## src/rtl/fwd_pkg.sv

```systemverilog
package fwd_pkg;
    localparam int LANE_B = 16;
    localparam int LANE_W = LANE_B * 8;
    localparam int OFS_W  = 4;

    typedef struct packed {
        logic [LANE_B-1:0] mask;
        logic [LANE_W-1:0] data;
        logic              dinv;
        logic              ainv;
        logic              minv;
    } fwd_resp_t;

    // distance walked backwards from pos to reach slot, in 1..n (n when equal)
    function automatic int ring_dist(input int pos, input int slot, input int n);
        int d;
        d = (pos - slot + n) % n;
        return (d == 0) ? n : d;
    endfunction
endpackage

```

## src/rtl/fwd_slot_store.sv

```systemverilog
module fwd_slot_store
    import fwd_pkg::*;
#(
    parameter int N    = 8,
    parameter int VA_W = 39,
    parameter int PA_W = 36,
    localparam int SW  = $clog2(N)
) (
    input  logic                 clk,
    input  logic                 rst,
    input  logic                 flush,
    input  logic                 alloc_valid,
    output logic [SW-1:0]        tail,
    input  logic                 free_valid,
    input  logic                 au_valid,
    input  logic [SW-1:0]        au_slot,
    input  logic [VA_W-1:0]      au_va,
    input  logic [PA_W-1:0]      au_pa,
    input  logic [LANE_B-1:0]    au_mask,
    input  logic                 du_valid,
    input  logic [SW-1:0]        du_slot,
    input  logic [LANE_W-1:0]    du_data,
    output logic [N-1:0]         used,
    output logic [N-1:0]         av,
    output logic [N-1:0]         dv,
    output logic [VA_W-OFS_W-1:0] va_tag [N],
    output logic [PA_W-OFS_W-1:0] pa_tag [N],
    output logic [LANE_B-1:0]    bmask  [N],
    output logic [LANE_W-1:0]    bdata  [N]
);
    logic [SW-1:0] head;

    always_ff @(posedge clk) begin
        if (rst || flush) begin
            head <= '0;
            tail <= '0;
        end else begin
            if (alloc_valid) tail <= tail + 1'b1;
            if (free_valid)  head <= head + 1'b1;
        end
    end

    for (genvar i = 0; i < N; i++) begin : g_slot
        always_ff @(posedge clk) begin
            if (rst || flush) begin
                used[i] <= 1'b0;
                av[i]   <= 1'b0;
                dv[i]   <= 1'b0;
            end else begin
                if (free_valid && head == SW'(i)) used[i] <= 1'b0;
                if (alloc_valid && tail == SW'(i)) begin
                    used[i] <= 1'b1;
                    av[i]   <= 1'b0;
                    dv[i]   <= 1'b0;
                end else begin
                    if (au_valid && au_slot == SW'(i)) av[i] <= 1'b1;
                    if (du_valid && du_slot == SW'(i)) dv[i] <= 1'b1;
                end
            end
        end

        always_ff @(posedge clk) begin
            if (au_valid && au_slot == SW'(i)) begin
                va_tag[i] <= au_va[VA_W-1:OFS_W];
                pa_tag[i] <= au_pa[PA_W-1:OFS_W];
                bmask[i]  <= au_mask;
            end
            if (du_valid && du_slot == SW'(i)) bdata[i] <= du_data;
        end
    end
endmodule

```

## src/rtl/fwd_select.sv

```systemverilog
module fwd_select
    import fwd_pkg::*;
#(
    parameter int N    = 8,
    parameter int VA_W = 39,
    parameter int PA_W = 36,
    localparam int SW  = $clog2(N)
) (
    input  logic [N-1:0]          used,
    input  logic [N-1:0]          av,
    input  logic [N-1:0]          dv,
    input  logic [VA_W-OFS_W-1:0] va_tag [N],
    input  logic [PA_W-OFS_W-1:0] pa_tag [N],
    input  logic [LANE_B-1:0]     bmask  [N],
    input  logic [LANE_W-1:0]     bdata  [N],
    input  logic [VA_W-1:0]       q_va,
    input  logic [PA_W-1:0]       q_pa,
    input  logic [LANE_B-1:0]     q_mask,
    input  logic [N-1:0]          q_older,
    input  logic [SW-1:0]         q_pos,
    output logic [LANE_B-1:0]     fast_mask,
    output fwd_resp_t             resp,
    output logic [SW-1:0]         dinv_slot,
    output logic [SW-1:0]         ainv_slot
);
    logic [N-1:0] cand, pm, vm;

    always_comb begin
        logic [SW-1:0] idx;
        logic [SW-1:0] win;
        logic          have;
        int            best;
        for (int i = 0; i < N; i++) begin
            cand[i] = used[i] && q_older[i];
            pm[i] = cand[i] && av[i] && (pa_tag[i] == q_pa[PA_W-1:OFS_W])
                    && |(bmask[i] & q_mask);
            vm[i] = cand[i] && av[i] && (va_tag[i] == q_va[VA_W-1:OFS_W])
                    && |(bmask[i] & q_mask);
        end
        resp      = '0;
        fast_mask = '0;
        dinv_slot = '0;
        ainv_slot = '0;
        resp.minv = |(pm ^ vm);
        // walk oldest-first so that the youngest hit is written last
        for (int k = N; k >= 1; k--) begin
            idx = q_pos - SW'(k);
            if (cand[idx] && !av[idx]) begin
                resp.ainv = 1'b1;
                ainv_slot = idx;
            end
        end
        best = N + 1;
        for (int b = 0; b < LANE_B; b++) begin
            have = 1'b0;
            win  = '0;
            for (int k = N; k >= 1; k--) begin
                idx = q_pos - SW'(k);
                if (pm[idx] && bmask[idx][b]) begin
                    have = 1'b1;
                    win  = idx;
                end
            end
            if (have && q_mask[b]) begin
                fast_mask[b] = 1'b1;
                if (dv[win]) begin
                    resp.mask[b]       = 1'b1;
                    resp.data[8*b +: 8] = bdata[win][8*b +: 8];
                end else begin
                    resp.dinv = 1'b1;
                    if (ring_dist(int'(q_pos), int'(win), N) < best) begin
                        best      = ring_dist(int'(q_pos), int'(win), N);
                        dinv_slot = win;
                    end
                end
            end
        end
    end
endmodule

```

## src/rtl/fwd_lookup.sv

```systemverilog
module fwd_lookup
    import fwd_pkg::*;
#(
    parameter int N    = 8,
    parameter int VA_W = 39,
    parameter int PA_W = 36,
    localparam int SW  = $clog2(N)
) (
    input  logic                 clk,
    input  logic                 rst,
    input  logic                 flush,
    input  logic                 alloc_valid,
    output logic [SW-1:0]        alloc_slot,
    input  logic                 free_valid,
    input  logic                 st_addr_valid,
    input  logic [SW-1:0]        st_addr_slot,
    input  logic [VA_W-1:0]      st_va,
    input  logic [PA_W-1:0]      st_pa,
    input  logic [LANE_B-1:0]    st_mask,
    input  logic                 st_data_valid,
    input  logic [SW-1:0]        st_data_slot,
    input  logic [LANE_W-1:0]    st_data,
    input  logic                 q_valid,
    input  logic [VA_W-1:0]      q_va,
    input  logic [PA_W-1:0]      q_pa,
    input  logic [LANE_B-1:0]    q_mask,
    input  logic [N-1:0]         q_older,
    input  logic [SW-1:0]        q_pos,
    output logic [LANE_B-1:0]    fast_mask,
    output logic                 fast_data_inv,
    output logic                 out_valid,
    output logic [LANE_B-1:0]    fwd_mask,
    output logic [LANE_W-1:0]    fwd_data,
    output logic                 data_inv,
    output logic [SW-1:0]        data_inv_slot,
    output logic                 addr_inv,
    output logic [SW-1:0]        addr_inv_slot,
    output logic                 match_inv
);
    logic [N-1:0]          used, av, dv;
    logic [VA_W-OFS_W-1:0] va_tag [N];
    logic [PA_W-OFS_W-1:0] pa_tag [N];
    logic [LANE_B-1:0]     bmask  [N];
    logic [LANE_W-1:0]     bdata  [N];
    fwd_resp_t             s1_resp, s2_resp;
    logic [SW-1:0]         s1_dslot, s1_aslot;

    fwd_slot_store #(.N(N), .VA_W(VA_W), .PA_W(PA_W)) u_store (
        .clk(clk), .rst(rst), .flush(flush),
        .alloc_valid(alloc_valid), .tail(alloc_slot), .free_valid(free_valid),
        .au_valid(st_addr_valid), .au_slot(st_addr_slot), .au_va(st_va),
        .au_pa(st_pa), .au_mask(st_mask),
        .du_valid(st_data_valid), .du_slot(st_data_slot), .du_data(st_data),
        .used(used), .av(av), .dv(dv),
        .va_tag(va_tag), .pa_tag(pa_tag), .bmask(bmask), .bdata(bdata)
    );

    fwd_select #(.N(N), .VA_W(VA_W), .PA_W(PA_W)) u_select (
        .used(used), .av(av), .dv(dv),
        .va_tag(va_tag), .pa_tag(pa_tag), .bmask(bmask), .bdata(bdata),
        .q_va(q_va), .q_pa(q_pa), .q_mask(q_mask),
        .q_older(q_older), .q_pos(q_pos),
        .fast_mask(fast_mask), .resp(s1_resp),
        .dinv_slot(s1_dslot), .ainv_slot(s1_aslot)
    );

    assign fast_data_inv = s1_resp.dinv;

    always_ff @(posedge clk) begin
        if (rst) begin
            out_valid     <= 1'b0;
            s2_resp       <= '0;
            data_inv_slot <= '0;
            addr_inv_slot <= '0;
        end else begin
            out_valid     <= q_valid;
            s2_resp       <= q_valid ? s1_resp : '0;
            data_inv_slot <= q_valid ? s1_dslot : '0;
            addr_inv_slot <= q_valid ? s1_aslot : '0;
        end
    end

    assign fwd_mask  = s2_resp.mask;
    assign fwd_data  = s2_resp.data;
    assign data_inv  = s2_resp.dinv;
    assign addr_inv  = s2_resp.ainv;
    assign match_inv = s2_resp.minv;
endmodule

```

## config.mk

```make
export PLATFORM = sky130hd
export DESIGN_NAME = fwd_lookup
export DESIGN_NICKNAME = d
export VERILOG_FILES = /design/src/rtl/fwd_pkg.sv /design/src/rtl/fwd_slot_store.sv /design/src/rtl/fwd_select.sv /design/src/rtl/fwd_lookup.sv
export SDC_FILE = /design/constraint.sdc
export NUM_CORES = 2
export LEC_CHECK = 0
export BUFFER_PORTS_ARGS = -buffer_cell sky130_fd_sc_hd__buf_2
export CAP_MARGIN = 0
export CELL_PAD_IN_SITES_DETAIL_PLACEMENT = 1
export CELL_PAD_IN_SITES_GLOBAL_PLACEMENT = 1
export CORE_ASPECT_RATIO = 1.25
export CORE_MARGIN = 10
export CORE_UTILIZATION = 46
export DETAILED_ROUTE_END_ITERATION = 8
export PLACE_DENSITY = 0.81
export REMOVE_ABC_BUFFERS = 1
export SETUP_SLACK_MARGIN = 0.02
export SYNTH_ARGS = -nofsm -noshare
export SYNTH_HDL_FRONTEND = slang
export SYNTH_HIERARCHICAL = 1
export SYNTH_SLANG_ARGS = --single-unit
```

## constraint.sdc

```tcl
create_clock -name clk -period 36.8 [get_ports clk]
set_input_delay 7.36 -clock clk [delete_from_list [all_inputs] [get_ports clk]]
set_output_delay 7.36 -clock clk [all_outputs]
set_load 0.01 [all_outputs]
```

==> reports/metrics.yaml <==
status:
  outcome: "complete, no violations"
cells_and_area:
  drive_gt1_share_pct: 18.9
  utilization_pct: 52.4
  nFillCells: 20176
  synthToLayoutAreaGrowth_pct: 13.4
  fin_area_sq_mm: 0.105
  fin_nets: 8037
  fin_cells: 10512
synthesis:
  post-synth-top-count-cell: "edfxtp_1"
  synth.avg_cell_area_sq_um: 12.9
  syn_area_sq_mm: 0.0929
  yosys_warnings: 6
  async_flop_share_pct: 0
  seq_area_frac_synth_pct: 58.6
  synth_area_leaders: "edfxtp_1, mux2i_1, mux4_2, dfxtp_1, xor2_1"
  synth_top_area_cell: "edfxtp_1"
  ys_types: 130
  synth_cells: 7181
  synthTopCellsByCount: "edfxtp_1, nand2_1, mux2i_1"
  synth-edff-count: 1688
  synth_ff_type: "edfxtp_1"
  ys_ff_latch: 1872
  synth_top_area_share_pct: 54.6
clock_network:
  root_buffer: "clkbuf_16"
  clock_latency_ps: 920
  cts.sinks: 1872
  clock_path_buffers: 3
  hold_buffers: 0
  clk_pin_slew_ps: 60
  cts_tree: "built"
  h-tree-depth: 4
  cts_buffers: 182
pwr:
  seq_power_share_pct: 36.6
  internal-power_mw: 4.30
  power.share.combinational_pct: 33.2
  power_per_cell_area_mw_per_mm2: 62.6
  sw_frac_of_total_pct: 34.7
  p_sw_mw: 2.29
  worst_ir_drop_vdd_uv: 58.6
  leakage_nw: 38.1
  p_total_mw: 6.59
  clkPwrFrac_pct: 30.1
floorplan:
  chipWidth_microns: 422
  core_sq_mm: 0.201
  dieHeight_microns: 522
  row_count: 184
  dieArea_sq_mm: 0.220
  initial_core_util_pct: 46.2
  ios: 509
place:
  preCtsSetupSlack_ps: -479
  place.gp.congestion: 1.01
  place_hpwl_mm: 230
  placed_cells: 10113
  placed_area_sq_mm: 0.0985
  io_buffers: 492
hold_path:
  hold_depth: 2
  min_path_type: "reg -> reg"
  holdPathEnd: "u_store/head[0]"
  hp-start: "u_store/head[0]"
worst_setup_path:
  end_kind: "flop"
  worstSetupPathType: "in -> reg"
  crit_top_cell: "ha_1"
  crit_path_top_delay_cell: "a221oi_1"
  r2r-end: "data_inv_slot[0]"
  timing.rr.start: "u_store/bmask[99]"
  path_buf_inv: 10
  cp_top_family: "compound AO/OA/AOI/OAI gates"
  critPathRequiredTime_ps: 37570
  cp_max_fo: 11
  r2r_slack_ps: 7590
  critPathLaunchType: "input pin"
  cp.arrival_ps: 36130
  worstRegToRegCells: 117
  cpPeakStageDelay_ps: 930
global_route:
  grt_pass1_vias: 71090
  track_usage_pct: 30.3
  grt_pass1_wl_mm: 495
  antenna_found_initial: 86
  grt-ovfl-total: 0
  grt_max_degree: 94
detailed_routing:
  drc: 0
  vias: 68183
  wirelength_mm: 348
  dr.pass1.iters: 6
  wl_per_cell_microns: 33.1
  drtAntennaViolNets: 0
  drt_iter0_markers: 7105
  routed_via_density: 6.49
timing:
  grt_setup_unrepaired: "false"
  relSlewSlack_pct: 11.1
  clock.fmax_ghz: 0.0283
  period_share_pct: 96.1
  clock_skew_ps: 78.8
  fin_ws_ps: 1440
  setup_viol: 0
  post-route-min-period_ps: 35360
  tightestPinTransition_ps: 1330
  drv_slew: 0
  hold_viol: 0
flow_run:
  maxCapViolCount: 0
## flip-flops by register name, indices dropped and copies added (netlist names), 3 cells and up
name and count:
u_store/bdata 1024, u_store/av 8, addr_inv_slot 3, u_store/bmask 128, fwd_data 128, u_store/pa_tag 256
u_store/dv 8, u_store/used 8, data_inv_slot 3, u_store/head 3, u_store/va_tag 280, u_store/tail 3
fwd_mask 16
## logic make-up (layout without fill, tap and decap cells)
kind of cell / count (synthesis) / in the layout / synth area share (%)
adders and majority gates: 82 / 82 / 1.23
DFF: 1872 / 1872 / 58.6
other: 0 / 34 / 0
xor gates and xnor gates: 582 / 582 / 5.49
buffers and inverters: 549 / 1148 / 2.65
muxes: 772 / 772 / 10.8
and+or+nand+nor: 2044 / 2044 / 11.6
AOI/OAI and AO/OA: 1280 / 1281 / 9.74
## power groups by stage
stage	Clock, mW	Combinational (mW)	Sequential (mW)
3_3_place_gp	0	1.99	2.45
3_5_place_dp	0	2.08	2.46
4_1_cts	2.01	2.11	2.42
2_1_floorplan	0	1.41	2.45
6_report	1.98	2.19	2.42
5_1_grt	2.09	2.34	2.42
## worst reg2reg max path: cells and delay by family (launching register included)
kind | cells | cell delay, ps
adders and majority gates | 15 | 4520
and+or+nand+nor | 34 | 7030
muxes | 10 | 3520
buffers and inverters | 9 | 1290
DFF | 1 | 480
AOI/OAI and AO/OA | 49 | 12270
## routing by layer
| metal | wire length [microns] | vias to the layer above | global-route usage (%) |
|---|---|---|---|
| li1 | - | 28322 | - |
| met1 | 125000 | 34815 | 35.1 |
| met2 | 167000 | 3815 | 50.5 |
| met3 | 31300 | 1163 | 7.57 |
| met4 | 24300 | 68 | 18.6 |
| met5 | 485 | - | 0 |
## cells in the final DEF, fill, tap and decap left out, types with 26 or more instances in the layout
cell and instances:
clkinv_2 33, mux2_2 127, o21ai_1 26, a221oi_1 44
nor3_1 95, nor4_1 111, xnor2_1 174, diode_2 34
o21a_1 27, inv_1 122, nor2b_1 79, clkbuf_1 32
o211ai_1 75, a21oi_1 285, nor2_1 357, o31ai_1 33
buf_2 487, dfxtp_1 184, mux4_2 167, nand2b_1 57
and3b_1 158, edfxtp_1 1688, clkbuf_16 184, a22o_1 39
nand4_1 81, and2_1 63, nand3_1 116, o21ai_0 161
mux2i_1 474, a211oi_1 147, ha_1 62, nand2_1 698
xor2_1 404, buf_4 185, a31oi_1 77, and3_1 29
## metrics by stage
| stage | setup TNS [ps] | hold WS, ps |
|---|---|---|
| global placement | 0 | 539 |
| global route | 0 | 637 |
| CTS | 0 | 596 |
| finish | 0 | 586 |
| floorplan | -10940 | 514 |
| detailed placement | -1400 | 580 |
## area by class of cell
type                    count  area, sq um  share of cell area (%)
diodes                     34         85.1                  0.0808
multi-input cells        4761        36700                    34.8
clock inverters           106         1380                    1.31
flip-flops and latches   1872        54400                    51.6
inverters                 125          469                   0.445
repair buffers            681         3970                    3.77
well taps                2697         3370                    3.20
clock buffers             236         5000                    4.75
## how the worst max path moves through the flow
stage / start / endpoint / cells past startpoint
finish: q_mask[3] / data_inv_slot[0] / 118
CTS: q_pa[25] / data_inv_slot[0] / 118
floorplan: q_pos[0] / data_inv_slot[1] / 115
detailed placement: q_pa[14] / data_inv_slot[0] / 117
global route: q_pa[11] / data_inv_slot[0] / 120
global placement: q_pa[14] / data_inv_slot[0] / 118
## timing repair
action | CTS | global route
endpoints found under the setup margin | 0 | 3
gates resized for setup | 0 | 30
setup buffers | 0 | 22
Note: power is estimated with default switching activity, not from simulation.
